--- config.mk ---
export PLATFORM = sky130hd
export DESIGN_NAME = ext_lock_reg
export DESIGN_NICKNAME = d
export VERILOG_FILES = /design/src/rtl/ext_lock_pkg.sv /design/src/rtl/ext_lock_snoop_dec.sv /design/src/rtl/ext_lock_blk_match.sv /design/src/rtl/ext_lock_state.sv /design/src/rtl/ext_lock_reg.sv
export SDC_FILE = /design/constraint.sdc
export NUM_CORES = 1
export LEC_CHECK = 0
export CAP_MARGIN = 15
export CORE_AREA = 2 2 94 74
export CTS_BUF_LIST = sky130_fd_sc_hd__clkbuf_8
export DETAILED_ROUTE_END_ITERATION = 6
export DIE_AREA = 0 0 96 76
export GPL_ROUTABILITY_DRIVEN = 1
export PLACE_DENSITY_LB_ADDON = 0.1
export SYNTH_ARGS = -nofsm -noshare
export SYNTH_HDL_FRONTEND = slang
export SYNTH_HIERARCHICAL = 1
export SYNTH_SLANG_ARGS = --single-unit
--- constraint.sdc ---
create_clock -name clk -period 1.8 [get_ports clk]
set_input_delay 0.54 -clock clk [delete_from_list [all_inputs] [get_ports clk]]
set_output_delay 0.54 -clock clk [all_outputs]
set_load 0.02 [all_outputs]
--- src/rtl/ext_lock_pkg.sv ---
package ext_lock_pkg;

  typedef enum logic [1:0] {
    KIND_NOP   = 2'b00,
    KIND_READ  = 2'b01,
    KIND_WRITE = 2'b10,
    KIND_XCHG  = 2'b11
  } bus_kind_e;

  typedef struct packed {
    logic      excl;
    bus_kind_e kind;
  } bus_cmd_t;

  // A snooped command may drop a reservation when it writes the block
  // or claims it exclusively through a read or an exchange.
  function automatic logic cmd_can_kill(input bus_cmd_t c);
    logic k;
    k = 1'b0;
    if (c.kind == KIND_WRITE)
      k = 1'b1;
    else if (c.excl && (c.kind == KIND_READ || c.kind == KIND_XCHG))
      k = 1'b1;
    return k;
  endfunction

endpackage

--- src/rtl/ext_lock_snoop_dec.sv ---
module ext_lock_snoop_dec
  import ext_lock_pkg::*;
#(
  parameter int ADDR_W  = 40,
  parameter int OFF_W   = 5,
  parameter int SHARE_W = 18
) (
  input  logic                      vld_i,
  input  logic [2:0]                cmd_i,
  input  logic [ADDR_W-1:0]         addr_i,
  input  logic [ADDR_W-SHARE_W-1:0] rd_hi_i,
  output logic                      kill_cand_o,
  output logic [ADDR_W-OFF_W-1:0]   cmp_blk_o
);

  bus_cmd_t          cmd;
  logic [ADDR_W-1:0] cmp_addr;
  logic              unused_offset_bits;

  assign cmd = bus_cmd_t'(cmd_i);

  always_comb begin
    if (cmd.kind == KIND_XCHG)
      cmp_addr = {rd_hi_i, addr_i[SHARE_W-1:0]};
    else
      cmp_addr = addr_i;
  end

  assign kill_cand_o        = vld_i & cmd_can_kill(cmd);
  assign cmp_blk_o          = cmp_addr[ADDR_W-1:OFF_W];
  assign unused_offset_bits = ^cmp_addr[OFF_W-1:0];

endmodule

--- src/rtl/ext_lock_blk_match.sv ---
module ext_lock_blk_match #(
  parameter int BLK_W = 35
) (
  input  logic [BLK_W-1:0] a_blk_i,
  input  logic [BLK_W-1:0] b_blk_i,
  output logic             hit_o
);

  assign hit_o = (a_blk_i == b_blk_i);

endmodule

--- src/rtl/ext_lock_state.sv ---
module ext_lock_state #(
  parameter int BLK_W = 35
) (
  input  logic             clk,
  input  logic             rst_n,
  input  logic             ll_i,
  input  logic [BLK_W-1:0] ll_blk_i,
  input  logic             kill_i,
  output logic             flag_o,
  output logic [BLK_W-1:0] blk_o
);

  logic             flag_q, flag_d;
  logic [BLK_W-1:0] blk_q, blk_d;
  logic             blk_en;

  // Clearing is applied first; a simultaneous load-locked then re-arms.
  always_comb begin
    flag_d = flag_q & ~kill_i;
    if (ll_i)
      flag_d = 1'b1;
    blk_en = ll_i;
    blk_d  = ll_blk_i;
  end

  always_ff @(posedge clk or negedge rst_n) begin
    if (!rst_n)
      flag_q <= 1'b0;
    else
      flag_q <= flag_d;
  end

  always_ff @(posedge clk or negedge rst_n) begin
    if (!rst_n)
      blk_q <= '0;
    else if (blk_en)
      blk_q <= blk_d;
  end

  assign flag_o = flag_q;
  assign blk_o  = blk_q;

endmodule

--- src/rtl/ext_lock_reg.sv ---
module ext_lock_reg #(
  parameter int ADDR_W  = 40,
  parameter int OFF_W   = 5,
  parameter int SHARE_W = 18
) (
  input  logic                      clk,
  input  logic                      rst_n,
  input  logic                      ll_req_i,
  input  logic [ADDR_W-1:0]         ll_addr_i,
  input  logic                      sc_done_i,
  input  logic                      clr_i,
  input  logic                      bus_vld_i,
  input  logic [2:0]                bus_cmd_i,
  input  logic [ADDR_W-1:0]         bus_addr_i,
  input  logic [ADDR_W-SHARE_W-1:0] bus_rd_hi_i,
  output logic                      lock_flag_o,
  output logic [ADDR_W-OFF_W-1:0]   lock_blk_o
);

  localparam int BLK_W = ADDR_W - OFF_W;

  logic             kill_cand;
  logic [BLK_W-1:0] snoop_blk;
  logic             snoop_hit;
  logic             kill;
  logic [BLK_W-1:0] cur_blk;
  logic             unused_ll_offset;

  ext_lock_snoop_dec #(
    .ADDR_W (ADDR_W),
    .OFF_W  (OFF_W),
    .SHARE_W(SHARE_W)
  ) u_dec (
    .vld_i      (bus_vld_i),
    .cmd_i      (bus_cmd_i),
    .addr_i     (bus_addr_i),
    .rd_hi_i    (bus_rd_hi_i),
    .kill_cand_o(kill_cand),
    .cmp_blk_o  (snoop_blk)
  );

  ext_lock_blk_match #(
    .BLK_W(BLK_W)
  ) u_match (
    .a_blk_i(snoop_blk),
    .b_blk_i(cur_blk),
    .hit_o  (snoop_hit)
  );

  assign kill = (kill_cand & snoop_hit) | sc_done_i | clr_i;

  ext_lock_state #(
    .BLK_W(BLK_W)
  ) u_state (
    .clk     (clk),
    .rst_n   (rst_n),
    .ll_i    (ll_req_i),
    .ll_blk_i(ll_addr_i[ADDR_W-1:OFF_W]),
    .kill_i  (kill),
    .flag_o  (lock_flag_o),
    .blk_o   (cur_blk)
  );

  assign lock_blk_o       = cur_blk;
  assign unused_ll_offset = ^ll_addr_i[OFF_W-1:0];

endmodule

==> results of run 1 <==
metal layers:
metal	GRT usage (%)	wire, um	vias up
li1	-	-	852
met1	22.8	2780	859
met2	29.4	3080	76
met3	5.64	499	8
met4	4.29	59	0
met5	0	0	-
flip-flops by register name, summed over array words and instances (netlist names):
signal	cells
u_state/flag_o	1
u_state/blk_o	35
area by class of cell:
class	count	area, um^2
clock buffers	5	68.8
clock inverters	2	8.76
fillers	565	2420
inverters	1	3.75
multi-input cells	111	1400
flip-flops and latches	36	901
well taps	84	105
repair buffers	157	1560
metrics by stage:
stage / std cells / cell area, um^2 / setup TNS, ps
2_1_floorplan: 165 / 2370 / -336
3_3_place_gp: 379 / 3750 / -1340
3_5_place_dp: 379 / 3750 / -1340
4_1_cts: 390 / 3880 / -388
5_1_grt: 396 / 4050 / -356
6_report: 396 / 4050 / -314
synthesized netlist by cell type, drive strengths merged:
master  number
nor2b        1
mux2i        1
nand2        1
a211o        1
nor3         1
xor2        32
nand3        1
inv          1
buf         19
dfrtp       36
nor4         8
xnor2        3
nand4        2
mux2        57
a21o         1
power groups by stage:
stage	sequential [mW]	clock, mW	combinational, mW
5_1_grt	0.988	0.600	0.960
3_5_place_dp	0.986	0	0.896
3_3_place_gp	0.985	0	0.890
4_1_cts	0.969	0.562	0.883
2_1_floorplan	1.07	0	0.361
6_report	0.974	0.540	0.900
worst max-delay path: cells and delay by family:
kind / cells / cell delay, ps
mux: 1 / 300
xor+xnor: 1 / 160
simple gates: 4 / 740
compound gates: 2 / 280
buf+inv: 3 / 280
kinds of logic (layout without fill, tap and decap cells):
group / count (synthesis) / after routing / synth area share [%]
compound gates: 2 / 2 / 0.694
xor+xnor: 35 / 35 / 13.1
buf+inv: 20 / 165 / 8.32
flops: 36 / 36 / 38.4
mux: 58 / 58 / 35.6
simple gates: 14 / 16 / 3.84
how the worst max path moves through the flow:
stage                                           to  slack, ps  cells after the start
after floorplan           u_state/flag_o$_DFF_PN0_       -340                     10
after global placement    u_state/flag_o$_DFF_PN0_      -1340                     11
after detailed placement  u_state/flag_o$_DFF_PN0_      -1340                     12
after CTS                 u_state/flag_o$_DFF_PN0_       -390                     12
after global routing      u_state/flag_o$_DFF_PN0_       -360                     12
final                     u_state/flag_o$_DFF_PN0_       -310                     11
repair_timing:
item	in CTS	in global routing
pin swaps	9	12
hold buffers	0	0
setup endpoints to repair	37	1
gates cloned	2	0
resized for setup	66	25
endpoints found under the hold margin	0	0
setup buffers	4	7
==> summary.md, run 1 <==
| Metric | Value |
|---|---|
| Clk root buf | clkbuf_8 |
| Initial antenna violation count | 0 |
| Area grow syn2layout | 72.7% |
| Critical path data required time | 1980 ps |
| Gpl congestion | 0.726 |
| Yosys top cell area share | 38.4% |
| Hold WS | 196 ps |
| Clock buffer depth | 2 |
| Total power | 2.41 mW |
| Status | finished, violations left |
| Tmin final | 2110 ps |
| Routed WL | 6420 um |
| Pwr dens | 596 mW/mm^2 |
| Layout cell share with drive strength beyond 1 | 33.3% |
| Drt drc | 0 |
| Most common cell after layout, fill and taps aside | clkdlybuf4s50_1 |
| CORE AREA | 0.00647 mm^2 |
| DR WL/cell | 16.2 um |
| Most frequent cells in the layout | clkdlybuf4s50_1, mux2_4, dlygate4sd2_1, dfrtp_1, xor2_1 |
| Sink Count | 36 |
| Synth area leaders | dfrtp_1, mux2_4, xor2_1 |
| Final HPWL DP | 4730 um |
| CP Class | in2reg |
| Die Width | 96 um |
| Crit-path max FO | 8 |
| Overall Global Routing Usage | 17.9% |
| Crit-path max cell delay | 320 ps |
| Clk slew on worst S/H paths | 70 ps |
| Worst r2r path cells | 8 |
| Port bufs | 136 |
| Worst R2R Start | u_state/blk_o[34]$_DFFE_PN0P_ |
| Switching Fraction | 29.8% |
| RSZ-0062 raised after global routing | true |
| Routed vias | 1795 |
| Crit-path cells | buf_12 > nand2_8 > buf_4 > mux2_4 > xor2_2 > nor4_4 > nand4_1 > nor3_2 > a211o_1 > inv_1 > a21o_1 |
| P_leak | 1.97 nW |
| Syn nets | 276 |
| Final setup viols | 1 |
| Final Slew Violations | 0 |
| Worst reg2reg endpoint | u_state/flag_o$_DFF_PN0_ |
| P_sw | 0.718 mW |
| Relative slew slack | 69.6% |
| Die ar. | 0.00730 mm^2 |
| Initial Util | 36.2% |
| First-pass iteration count of the detailed router | 3 |
| Pre-CTS WS | -1340 ps |
| Vias/cell | 4.53 |
| Flop2flop setup slack | 40 ps |
| Gate power share | 37.3% |
| Clock skew | 5.22 ps |
| FF+latch count, synth | 36 |
| CTS tree | built |
| Routed Antenna Nets | 0 |
| Crit path capture type | flop |
| Worst-margin pin slew | 457 ps |
| Synthesized area | 0.00234 mm^2 |
| Clock Latency Late Sink | 290 ps |
| Slowest-stage cell, CP | nor4_4 |
| CP arrival | 2290 ps |
| DRT iter0 DRCs | 33 |
| CP startpoint kind | input port |
| Number of hold violations in the final report | 0 |
| Syn Area/Cell | 14.2 um^2 |
| GRT overflow | 0 |
| Max cap viols | 0 |
| Rows | 26 |
| Hold WC Path Type | in2async |
| Largest net degree at the start of global routing | 37 |
| H-Tree Depth | 2 |
| Post-route setup slack | -314 ps |
| Register area share after synthesis | 38.4% |
| Antenna cells | 0 |
| CTS buffer count | 5 |
| Critical Path Source | bus_cmd_i[1] |
| Number of global-route vias before repair | 2009 |
| Layout Nets | 423 |
| Post-synthesis cell type count | 18 |
| Yosys top cell by area | dfrtp_1 |
| Failing checks | setup timing |
| YS warnings | 6 |
| Finished Core Util | 62.5% |
| Peak supply drop | 0.314 mV |
| Ports | 147 |
| First-pass GRT wire length | 9920 um |
| Fmax achieved | 473 MHz |
| Chip height | 76 um |
| Clock share of power | 22.4% |
| Int Power | 1.70 mW |
| Register share of total power | 40.3% |
| Synth Instances | 165 |
| Final Cycle Share | 117% |
(Power assumes the default switching activity.)
==> run 2: changes to the inputs <==
CAP_MARGIN = not set   (was 15)
CORE_AREA = 5 5 97 77   (was 2 2 94 74)
DIE_AREA = 0 0 102 82   (was 0 0 96 76)
==> run 2 against run 1 <==
- critical endpoint unchanged
- sequential share of layout area is 0.56 points higher
- die area up 15%
- highest routed layer unchanged
- the run still ends with setup timing left
- utilization fell by 1.5 points
==> summary.md, run 2 (synthesis results as in run 1) <==
| Metric | Value |
|---|---|
| Die Width | 102 um (was 96 um) |
| Layout cell share with drive strength beyond 1 | 31.6% (was 33.3%) |
| Final setup viols | 1 (unchanged) |
| Max cap viols | 0 (unchanged) |
| Antenna cells | 0 (unchanged) |
| Relative slew slack | 69.1% (was 69.6%) |
| Gpl congestion | 0.757 (was 0.726) |
| P_leak | 1.82 nW (was 1.97 nW) |
| Tmin final | 2200 ps (was 2110 ps) |
| Clock Latency Late Sink | 280 ps (was 290 ps) |
| Area occupied by multi-input gates | 0.00136 mm^2 (was 0.00140 mm^2) |
| Clock buffer depth | 2 (unchanged) |
| Drt drc | 0 (unchanged) |
| RSZ-0062 raised after global routing | true (unchanged) |
| Total negative slack | -399 ps (was -314 ps) |
| Final Slew Violations | 0 (unchanged) |
| Overall Global Routing Usage | 15.8% (was 17.9%) |
| Chip height | 82 um (was 76 um) |
| Hold WC Path Type | in2async (unchanged) |
| Routed Antenna Nets | 0 (unchanged) |
| CP Buf/Inv Count | 3 (unchanged) |
| Failing checks | setup timing (unchanged) |
| Pre-CTS WS | -1340 ps (about the same) |
| Die ar. | 0.00836 mm^2 (was 0.00730 mm^2) |
| Rows | 26 (unchanged) |
| Routed WL | 6580 um (was 6420 um) |
| CP arrival | 2370 ps (was 2290 ps) |
| Largest register FFs | 35 (unchanged) |
| CORE AREA | 0.00647 mm^2 (unchanged) |
| Worst r2r path cells | 8 (unchanged) |
| Clk root buf | clkbuf_8 (unchanged) |
| CP Class | in2reg (unchanged) |
| Largest net degree at the start of global routing | 37 (unchanged) |
| WP depth | 10 (was 11) |
| Initial antenna violation count | 0 (unchanged) |
| Status | finished, violations left (unchanged) |
| Number of hold violations in the final report | 0 (unchanged) |
| DRT iter0 DRCs | 23 (was 33) |
| First-pass GRT wire length | 9980 um (was 9920 um) |
| Peak supply drop | 0.386 mV (was 0.314 mV) |
| Initial Util | 36.2% (unchanged) |
| Fillers | 573 (was 565) |
| Crit path capture type | flop (unchanged) |
| Worst-margin pin slew | 463 ps (was 457 ps) |
| Layout Nets | 421 (was 423) |
| Most frequent cells in the layout | clkdlybuf4s50_1, mux2_4, dlygate4sd2_1, dfrtp_1, xor2_1 (unchanged) |
| CTS buffer count | 5 (unchanged) |
| Final Cycle Share | 122% (was 117%) |
| Clock skew | 2.84 ps (was 5.22 ps) |
| FF+latch area | 901 um^2 (unchanged) |
| Critical path data required time | 1970 ps (was 1980 ps) |
| Post-route setup slack | -399 ps (was -314 ps) |
| CP startpoint kind | input port (unchanged) |
| CP top delay family | buffers and inverters (was simple AND/OR/NAND/NOR gates) |
| Routed vias | 1764 (was 1795) |
| Crit-path max cell delay | 410 ps (was 320 ps) |
| Pwr dens | 605 mW/mm^2 (was 596 mW/mm^2) |
| Clk slew on worst S/H paths | 70 ps (about the same) |
| CTS tree | built (unchanged) |
| Vias/cell | 4.48 (was 4.53) |
| H-Tree Depth | 2 (unchanged) |
| GRT overflow | 0 (unchanged) |
| Final HPWL DP | 4980 um (was 4730 um) |
| Number of global-route vias before repair | 1922 (was 2009) |
| Ports | 147 (unchanged) |
| Total power | 2.39 mW (was 2.41 mW) |
| First-pass iteration count of the detailed router | 3 (unchanged) |
| Fmax achieved | 455 MHz (was 473 MHz) |
| Port bufs | 136 (unchanged) |
| Crit-path max FO | 1 (was 8) |
| DR WL/cell | 16.7 um (was 16.2 um) |
| Crit-path cells | clkdlybuf4s50_1 > mux2_4 > xor2_2 > nor4_4 > buf_4 > nand4_1 > nor3_2 > a211o_1 > inv_1 > a21o_1 (was buf_12 > nand2_8 > buf_4 > mux2_4 > xor2_2 > nor4_4 > nand4_1 > nor3_2 > a211o_1 > inv_1 > a21o_1) |
| Sink Count | 36 (unchanged) |
| Slowest-stage cell, CP | clkdlybuf4s50_1 (was nor4_4) |
| Area grow syn2layout | 68.5% (was 72.7%) |
| Most common cell after layout, fill and taps aside | clkdlybuf4s50_1 (unchanged) |
==> run 2: cell types whose count changed in the layout (fill, tap and decap cells not counted), moves of 3 or more <==
cell / delta
xor2_2: -4
dlymetal6s2s_1: -14
clkdlybuf4s50_1: +12
xor2_1: +3
==> run 2: metal layers <==
layer  routed length [um]  vias to the layer above  global-route usage [%]
met4                   23                        0                    2.36
li1                     -                      854                       -
met3                  661                        2                    5.77
met2                 3120                       76                    27.2
met5                    0                        -                       0
met1                 2770                      832                    19.5
==> run 2: worst paths after layout <==
check	slack (ps)	endpoint	from
min in group clk	490	u_state/flag_o$_DFF_PN0_	u_state/flag_o$_DFF_PN0_
worst min register to register	490	u_state/flag_o$_DFF_PN0_	u_state/flag_o$_DFF_PN0_
max in group asynchronous	1140	u_state/blk_o[14]$_DFFE_PN0P_	rst_n
worst max register to register	-30	u_state/flag_o$_DFF_PN0_	u_state/blk_o[27]$_DFFE_PN0P_
worst max-delay path	-400	u_state/flag_o$_DFF_PN0_	bus_addr_i[21]
worst min-delay path	210	u_state/blk_o[29]$_DFFE_PN0P_	rst_n
==> run 2: cell type report <==
type,count,share of cell area (%)
Multi-Input combinational cell,110,34.4
Tap cell,84,2.66
Inverter,1,0.0950
Clock buffer,5,1.74
Sequential cell,36,22.8
Timing Repair Buffer,156,38.1
Clock inverter,2,0.222
==> run 2: timing repair <==
item / in CTS / in global routing
endpoints found under the setup margin: 37 / 2
hold buffers: 0 / 0
gates resized for setup: 70 / 2
hold endpoints to repair: 0 / 0
cloned: 1 / 0
pin swaps: 7 / 0
setup buffers: 9 / 0
==> run 2: power breakdown <==
part	internal (mW)	switching (mW)	leakage, nW
logic	0.544	0.348	1.36
registers	0.890	0.0823	0.421
clock network	0.257	0.269	0.0452
==> run 2: per-stage QoR <==
stage          hold slack (ps)  util (%)  cells  area [um^2]
2_1_floorplan              244         -    165         2370
3_3_place_gp               477      57.8    378         3740
3_5_place_dp               474      57.8    378         3740
4_1_cts                    215      60.8    394         3930
5_1_grt                    238      61.0    394         3950
6_report                   206      61.0    394         3950
